### src/rtl/cr_seq_pkg.sv
package cr_seq_pkg;

  typedef enum logic {
    ST_IDLE = 1'b0,
    ST_RUN  = 1'b1
  } seq_st_t;

  // Per-run settings latched on start
  typedef struct packed {
    logic [3:0] op_tt;
    logic       fld_mode;
    logic       rev;
    logic [1:0] ba_sel;
    logic [1:0] bb_sel;
    logic [1:0] bt_sel;
    logic       pred_en;
    logic       sz;
    logic       dz;
    logic       snz;
    logic       ff_en;
    logic       ff_inv;
    logic       ff_vli;
    logic [1:0] ff_sel;
  } seq_cfg_t;

  function automatic logic tt_eval(logic [3:0] tt, logic a, logic b);
    return tt[{a, b}];
  endfunction

endpackage

### src/rtl/cr_elem_unit.sv
module cr_elem_unit
  import cr_seq_pkg::*;
(
  input  seq_cfg_t   cfg,
  input  logic       src_p,
  input  logic       dst_p,
  input  logic [3:0] a_fld,
  input  logic [3:0] b_fld,
  input  logic [3:0] d_fld,
  output logic       wr_en,
  output logic [3:0] wr_val,
  output logic       fail
);

  logic       src_off;
  logic       dst_off;
  logic       dst_force;
  logic [3:0] a_v;
  logic [3:0] b_v;
  logic [3:0] fld_res;
  logic       bit_res;
  logic       tbit;

  always_comb begin
    src_off   = cfg.pred_en & ~src_p;
    dst_off   = cfg.pred_en & ~dst_p;
    dst_force = dst_off & cfg.dz;

    a_v = (src_off & cfg.sz) ? {4{cfg.snz}} : a_fld;
    b_v = (src_off & cfg.sz) ? {4{cfg.snz}} : b_fld;

    for (int k = 0; k < 4; k++) begin
      fld_res[k] = tt_eval(cfg.op_tt, a_v[k], b_v[k]);
    end
    bit_res = tt_eval(cfg.op_tt, a_v[cfg.ba_sel], b_v[cfg.bb_sel]);

    if (cfg.fld_mode) begin
      wr_val = dst_force ? {4{cfg.snz}} : fld_res;
    end else begin
      wr_val = d_fld;
      wr_val[cfg.bt_sel] = dst_force ? cfg.snz : bit_res;
    end

    wr_en = dst_force | ~((src_off & ~cfg.sz) | dst_off);
    tbit  = cfg.fld_mode ? wr_val[cfg.ff_sel] : wr_val[cfg.bt_sel];
    fail  = wr_en & cfg.ff_en & ~(tbit ^ cfg.ff_inv);
  end

endmodule

### src/rtl/cr_field_rf.sv
module cr_field_rf #(
  parameter int NF = 16,
  localparam int FW = $clog2(NF)
) (
  input  logic          clk,
  input  logic          rst_n,
  input  logic          ld_en,
  input  logic [FW-1:0] ld_idx,
  input  logic [3:0]    ld_val,
  input  logic          wr_en,
  input  logic [FW-1:0] wr_idx,
  input  logic [3:0]    wr_val,
  input  logic [FW-1:0] ra_idx,
  input  logic [FW-1:0] rb_idx,
  input  logic [FW-1:0] rd_idx,
  output logic [3:0]    ra_val,
  output logic [3:0]    rb_val,
  output logic [3:0]    rd_val,
  output logic [4*NF-1:0] flat
);

  for (genvar g = 0; g < NF; g++) begin : g_fld
    logic       hit_wr;
    logic       hit_ld;
    logic       fld_en;
    logic [3:0] fld_d;
    logic [3:0] fld_q;

    assign hit_wr = wr_en && (wr_idx == FW'(g));
    assign hit_ld = ld_en && (ld_idx == FW'(g));
    assign fld_en = hit_wr | hit_ld;
    assign fld_d  = hit_wr ? wr_val : ld_val;

    always_ff @(posedge clk or negedge rst_n) begin
      if (!rst_n) begin
        fld_q <= '0;
      end else if (fld_en) begin
        fld_q <= fld_d;
      end
    end

    assign flat[4*g +: 4] = fld_q;
  end

  assign ra_val = flat[4*ra_idx +: 4];
  assign rb_val = flat[4*rb_idx +: 4];
  assign rd_val = flat[4*rd_idx +: 4];

endmodule

### src/rtl/cr_seq_ctrl.sv
module cr_seq_ctrl
  import cr_seq_pkg::*;
#(
  parameter int MAXVL = 8,
  localparam int VW = $clog2(MAXVL + 1),
  localparam int IW = $clog2(MAXVL)
) (
  input  logic          clk,
  input  logic          rst_n,
  input  logic          start,
  input  logic [VW-1:0] vl_in,
  input  logic          rev,
  input  logic          incl,
  input  logic          fail,
  output logic          busy,
  output logic [IW-1:0] elem_idx,
  output logic [VW-1:0] vl_cur,
  output logic [VW-1:0] vl_out,
  output logic          done
);

  seq_st_t       st_q, st_d;
  logic [VW-1:0] cnt_q, cnt_d;
  logic [VW-1:0] vl_q, vl_d;
  logic [VW-1:0] vlo_q, vlo_d;
  logic          rev_q, rev_d;
  logic          done_d;
  logic          run_en;
  logic [VW-1:0] vl_clamp;
  logic [VW-1:0] pos;

  assign vl_clamp = (vl_in > VW'(MAXVL)) ? VW'(MAXVL) : vl_in;
  assign pos      = rev_q ? (vl_q - VW'(1) - cnt_q) : cnt_q;

  always_comb begin
    st_d   = st_q;
    cnt_d  = cnt_q;
    vl_d   = vl_q;
    vlo_d  = vlo_q;
    rev_d  = rev_q;
    done_d = 1'b0;
    unique case (st_q)
      ST_IDLE: begin
        if (start) begin
          vl_d  = vl_clamp;
          rev_d = rev;
          cnt_d = '0;
          if (vl_clamp == '0) begin
            done_d = 1'b1;
            vlo_d  = '0;
          end else begin
            st_d = ST_RUN;
          end
        end
      end
      ST_RUN: begin
        if (fail) begin
          vlo_d  = incl ? (cnt_q + VW'(1)) : cnt_q;
          done_d = 1'b1;
          st_d   = ST_IDLE;
        end else if (cnt_q == vl_q - VW'(1)) begin
          vlo_d  = vl_q;
          done_d = 1'b1;
          st_d   = ST_IDLE;
        end else begin
          cnt_d = cnt_q + VW'(1);
        end
      end
      default: st_d = ST_IDLE;
    endcase
  end

  assign run_en = start | (st_q == ST_RUN);

  always_ff @(posedge clk or negedge rst_n) begin
    if (!rst_n) begin
      st_q   <= ST_IDLE;
      cnt_q  <= '0;
      vl_q   <= '0;
      vlo_q  <= '0;
      rev_q  <= 1'b0;
      done   <= 1'b0;
    end else begin
      done <= done_d;
      if (run_en) begin
        st_q  <= st_d;
        cnt_q <= cnt_d;
        vl_q  <= vl_d;
        vlo_q <= vlo_d;
        rev_q <= rev_d;
      end
    end
  end

  assign busy     = (st_q == ST_RUN);
  assign elem_idx = pos[IW-1:0];
  assign vl_cur   = vl_q;
  assign vl_out   = vlo_q;

endmodule

### src/rtl/cr_vec_seq.sv
module cr_vec_seq
  import cr_seq_pkg::*;
#(
  parameter int NF    = 16,
  parameter int MAXVL = 8,
  localparam int FW = $clog2(NF),
  localparam int VW = $clog2(MAXVL + 1),
  localparam int IW = $clog2(MAXVL)
) (
  input  logic             clk,
  input  logic             rst_n,
  input  logic             ld_en,
  input  logic [FW-1:0]    ld_idx,
  input  logic [3:0]       ld_val,
  input  logic             start,
  input  logic [VW-1:0]    vl_in,
  input  logic [FW-1:0]    ba_base,
  input  logic [FW-1:0]    bb_base,
  input  logic [FW-1:0]    bt_base,
  input  logic [1:0]       ba_sel,
  input  logic [1:0]       bb_sel,
  input  logic [1:0]       bt_sel,
  input  logic [3:0]       op_tt,
  input  logic             fld_mode,
  input  logic             rev,
  input  logic             pred_en,
  input  logic [MAXVL-1:0] src_mask,
  input  logic [MAXVL-1:0] dst_mask,
  input  logic             sz,
  input  logic             dz,
  input  logic             snz,
  input  logic             par_red,
  input  logic             ff_en,
  input  logic             ff_inv,
  input  logic             ff_vli,
  input  logic [1:0]       ff_sel,
  output logic [4*NF-1:0]  rf_flat,
  output logic [VW-1:0]    vl_out,
  output logic             done
);

  seq_cfg_t         cfg_d, cfg_q;
  logic [FW-1:0]    ba_q, bb_q, bt_q;
  logic [MAXVL-1:0] src_q, dst_q;
  logic             busy_w;
  logic             cfg_en;
  logic [IW-1:0]    eidx;
  logic [VW-1:0]    vl_cur_w;
  logic [FW-1:0]    fa_idx, fb_idx, fd_idx;
  logic [3:0]       fa_val, fb_val, fd_val;
  logic             eu_we, eu_fail;
  logic [3:0]       eu_val;

  assign cfg_en = start & ~busy_w;

  always_comb begin
    cfg_d.op_tt    = op_tt;
    cfg_d.fld_mode = fld_mode;
    cfg_d.rev      = rev;
    cfg_d.ba_sel   = ba_sel;
    cfg_d.bb_sel   = bb_sel;
    cfg_d.bt_sel   = bt_sel;
    cfg_d.pred_en  = pred_en;
    cfg_d.sz       = sz;
    cfg_d.dz       = par_red ? sz : dz;
    cfg_d.snz      = snz;
    cfg_d.ff_en    = ff_en;
    cfg_d.ff_inv   = ff_inv;
    cfg_d.ff_vli   = ff_vli;
    cfg_d.ff_sel   = ff_sel;
  end

  always_ff @(posedge clk or negedge rst_n) begin
    if (!rst_n) begin
      cfg_q <= '0;
      ba_q  <= '0;
      bb_q  <= '0;
      bt_q  <= '0;
      src_q <= '0;
      dst_q <= '0;
    end else if (cfg_en) begin
      cfg_q <= cfg_d;
      ba_q  <= ba_base;
      bb_q  <= bb_base;
      bt_q  <= bt_base;
      src_q <= src_mask;
      dst_q <= dst_mask;
    end
  end

  cr_seq_ctrl #(.MAXVL(MAXVL)) u_ctrl (
    .clk      (clk),
    .rst_n    (rst_n),
    .start    (start),
    .vl_in    (vl_in),
    .rev      (rev),
    .incl     (cfg_q.ff_vli),
    .fail     (busy_w & eu_fail),
    .busy     (busy_w),
    .elem_idx (eidx),
    .vl_cur   (vl_cur_w),
    .vl_out   (vl_out),
    .done     (done)
  );

  assign fa_idx = ba_q + FW'(eidx);
  assign fb_idx = bb_q + FW'(eidx);
  assign fd_idx = bt_q + FW'(eidx);

  cr_field_rf #(.NF(NF)) u_rf (
    .clk    (clk),
    .rst_n  (rst_n),
    .ld_en  (ld_en & ~busy_w),
    .ld_idx (ld_idx),
    .ld_val (ld_val),
    .wr_en  (busy_w & eu_we),
    .wr_idx (fd_idx),
    .wr_val (eu_val),
    .ra_idx (fa_idx),
    .rb_idx (fb_idx),
    .rd_idx (fd_idx),
    .ra_val (fa_val),
    .rb_val (fb_val),
    .rd_val (fd_val),
    .flat   (rf_flat)
  );

  cr_elem_unit u_eu (
    .cfg    (cfg_q),
    .src_p  (src_q[eidx]),
    .dst_p  (dst_q[eidx]),
    .a_fld  (fa_val),
    .b_fld  (fb_val),
    .d_fld  (fd_val),
    .wr_en  (eu_we),
    .wr_val (eu_val),
    .fail   (eu_fail)
  );

endmodule

### config.mk
export PLATFORM = sky130hd
export DESIGN_NAME = cr_vec_seq
export DESIGN_NICKNAME = d
export VERILOG_FILES = /design/src/rtl/cr_seq_pkg.sv /design/src/rtl/cr_elem_unit.sv /design/src/rtl/cr_field_rf.sv /design/src/rtl/cr_seq_ctrl.sv /design/src/rtl/cr_vec_seq.sv
export SDC_FILE = /design/constraint.sdc
export NUM_CORES = 1
export LEC_CHECK = 0
export ABC_CLOCK_PERIOD_IN_PS = 15150
export BUFFER_PORTS_ARGS = -buffer_cell sky130_fd_sc_hd__buf_2
export CAP_MARGIN = 20
export CORE_MARGIN = 4
export CORE_UTILIZATION = 45
export DETAILED_ROUTE_END_ITERATION = 12
export GPL_ROUTABILITY_DRIVEN = 0
export HOLD_SLACK_MARGIN = 0.05
export PLACE_DENSITY = 0.68
export SETUP_SLACK_MARGIN = 0.1
export SYNTH_ARGS = -nofsm -noshare
export SYNTH_HDL_FRONTEND = slang
export SYNTH_SLANG_ARGS = --single-unit
### constraint.sdc
create_clock -name clk -period 15.15 [get_ports clk]
set_clock_uncertainty 0.15 [all_clocks]
set_input_delay 4.545 -clock clk [delete_from_list [all_inputs] [get_ports clk]]
set_output_delay 4.545 -clock clk [all_outputs]
set_load 0.03 [all_outputs]
==> metrics.txt <==
Die ar.=21890 sq um; total congestion overflow=0; post-route cell area=just over 10000 sq um; Final setup viols=0; root buf cell=clkbuf_16; share of cells above drive strength 1=30.09%; initial antenna violation count=0; Req. time, crit path=15.30 ns; Tcrit/Tclk final=43.54%; worst hold slack=approximately 0.32 ns; Clock Latency Late Sink=between 0.4 and 0.5 ns; placed insts=1263; clk slew on worst S/H paths=approximately 0.060 ns; largest net degree at the start of global routing=67; RSZ-0062 raised after global routing=false; Layout area overhead=16.62%; DRC errors left=0; final setup TNS=0 ns; Layout Nets=1107; diode count=0; Mapped Avg Cell Area=9.740 sq um; vias in the first global route=7605; total CTS buffers=17; CP endpoint kind=flip-flop; synth unique cells=68; final hold vios=0; DRT iter0 DRCs=roughly 970; FFs w/ async S/R, synth=100.0%; Syn Std Cell Area=8815 sq um; met2 usage=38.52%; sequential share of the synthesized area=36.05%; Std-Cell Rows=50; Post-Layout Cell Count=1297; GR peak layer=met2; CTS Sinks=127; width of the die=148.0 um; Port-buffer cells=134; Area after DPL=between 9000 and 10000 sq um; Initial Utilization=approximately 47%; EDFF count, synth=0; Period minus WS final=around 6.6 ns; hpwl dp=between 15000 and 20000 um; Post CTS Setup Buffer Count=0; syn nets=between 900 and 1000; CP Max Fanout=16; Die H=148.0 um; routed length per instance=20.88 um; CTS tree=done; Vias/cell=6.002; maxcap violations=0; GRT Overall Usage=24.99%; IO Pins=135; Pre-antenna DRT Iters=5; routing usage on met1=35.01%; CTS Hold Buffers Added=0; Post-CTS Resized=0; CP Launch Type=flip-flop; Clock Path Buffers=2; fillers=1731; crit path DAT=6.74 ns; Yosys reg bits=127; slew at the pin with the worst max-slew slack=1.090 ns; post-route ant nets=0; outcome=complete, no violations; via count=between 7000 and 8000; relative slew slack=a little over a quarter; HP Class=flip-flop to flip-flop; FMAX=between 0.15 and 0.2 GHz; Crit Path Class=flip-flop to flip-flop; H-tree Lvls=4; Main synth FF type=dfrtp_1; Synth warnings=0; met3 GRT Util=6.560%; Syn Inst Count=905; core outline area=18960 sq um; fin. max-slew vios=0; Total Wirelength=27080 um; first-pass GRT wire length=42750 um
==> cell usage after synthesis (4+ instances only) <==
cell type,n,share of area [%]
nand2b_1,6,0.43
inv_1,18,0.77
a21o_1,7,0.60
o31ai_1,4,0.34
nor2_1,38,1.6
and3_1,6,0.43
nand2_1,231,9.8
o21ai_0,63,3.6
nand3b_1,7,0.60
o211ai_1,5,0.43
nor3_1,18,1.0
buf_2,8,0.45
xnor2_1,8,0.79
a211oi_1,7,0.60
a31oi_1,8,0.57
nor4_1,4,0.28
mux2_2,67,8.6
dfrtp_1,127,36
and2_1,5,0.35
mux4_2,50,13
mux2i_1,40,4.5
a21oi_1,39,2.2
nor2b_1,12,0.85
nand3_1,11,0.62
xor2_1,5,0.50
nand4_1,7,0.50
clkbuf_1,29,1.2
ha_1,13,1.8
fa_1,4,0.91
==> through the flow <==
step,util [%],worst slack (ns)
after floorplan,-,8.975
after global placement,51.08,8.520
after detailed placement,51.08,8.448
after CTS,53.94,8.633
after global routing,54.23,8.115
final,54.23,8.553
==> final timing paths <==
kind                                             start                             endpoint  slack [ns]  depth (start not counted)
setup / recovery           u_ctrl.cnt_q[0]$_DFFE_PN0P_          u_ctrl.cnt_q[2]$_DFFE_PN0P_        8.55                         17
hold / removal                    dst_q[3]$_DFFE_PN0P_                 dst_q[3]$_DFFE_PN0P_        0.32                          2
setup reg to reg           u_ctrl.cnt_q[0]$_DFFE_PN0P_          u_ctrl.cnt_q[2]$_DFFE_PN0P_        8.55                         17
hold reg to reg                   dst_q[3]$_DFFE_PN0P_                 dst_q[3]$_DFFE_PN0P_        0.32                          2
max in group asynchronous                        rst_n  u_rf.g_fld[12].fld_q[2]$_DFFE_PN0P_        9.37                          2
min in group asynchronous                        rst_n                 dst_q[0]$_DFFE_PN0P_        4.06                          1
==> layout by cell type, fill, tap and decap left out, types with 4 or more instances in the layout <==
cell       instances
nand2_1          231
buf_2            133
dfrtp_1          127
mux2_2            67
o21ai_0           63
mux4_2            50
mux2i_1           40
a21oi_1           39
nor2_1            38
inv_1             18
nor3_1            18
clkbuf_16         17
ha_1              13
nand3_1           11
nor2b_1           11
xnor2_1            8
a31oi_1            8
buf_4              8
nand3b_1           7
a211oi_1           7
a21o_1             7
nand4_1            7
nand2b_1           6
and3_1             6
xor2_1             5
and2_1             5
o211ai_1           5
nor4_1             4
o31ai_1            4
fa_1               4
clkinv_2           4
==> critical path, cell delays in order (launching register included) <==
cell and delay [ns]:
dfrtp_1 0.55, ha_1 0.32, fa_1 0.56, mux2i_1 0.57, inv_1 0.22, fa_1 1.13
mux4_2 0.44, mux2i_1 0.31, mux2_2 0.29, nor2_1 0.05, a21o_1 0.18, a221oi_2 0.48
nand4_1 0.19, a22oi_1 0.25, a32oi_2 0.11, xnor2_2 0.37, nor2_4 0.12, a2bb2oi_1 0.16
==> layer usage <==
layer	vias up	share of wire, %
li1	3518	-
met1	3795	42
met2	408	46
met3	63	9.1
met4	0	2.5
met5	-	0
==> state kept, by name, summed over array words and instances (netlist names) <==
register and flops:
u_ctrl.done 1, u_ctrl.rev_q 1, u_ctrl.busy 1, bt_q 4
cfg_q 20, bb_q 4, u_ctrl.vl_out 4, ba_q 4
dst_q 8, u_ctrl.vl_cur 4, src_q 8, u_ctrl.cnt_q 4
u_rf.g_fld.fld_q 64
==> kinds of logic after synthesis <==
| kind of cell | count (synthesis) | synth area share, % |
|---|---|---|
| xor+xnor | 16 | 1.973 |
| simple gates | 362 | 18.25 |
| mux | 159 | 26.22 |
| compound gates | 163 | 11.81 |
| fa+ha+maj | 17 | 2.754 |
| flops | 127 | 36.05 |
| buf+inv | 61 | 2.938 |
==> cell type report <==
| cell class | count | area, sq um | area share, % |
|---|---|---|---|
| Sequential cell | 127 | 3178 | 30.92 |
| Clock inverter | 12 | 86.33 | 0.8398 |
| Clock buffer | 20 | 456.7 | 4.443 |
| Timing Repair Buffer | 143 | 780.7 | 7.595 |
| Inverter | 18 | 67.56 | 0.6573 |
| Multi-Input combinational cell | 717 | 5385 | 52.39 |
| Tap cell | 260 | 325.3 | 3.165 |
Power is not shown: default switching activity piles up to over one toggle a cycle in this logic, so the estimate is an artifact.
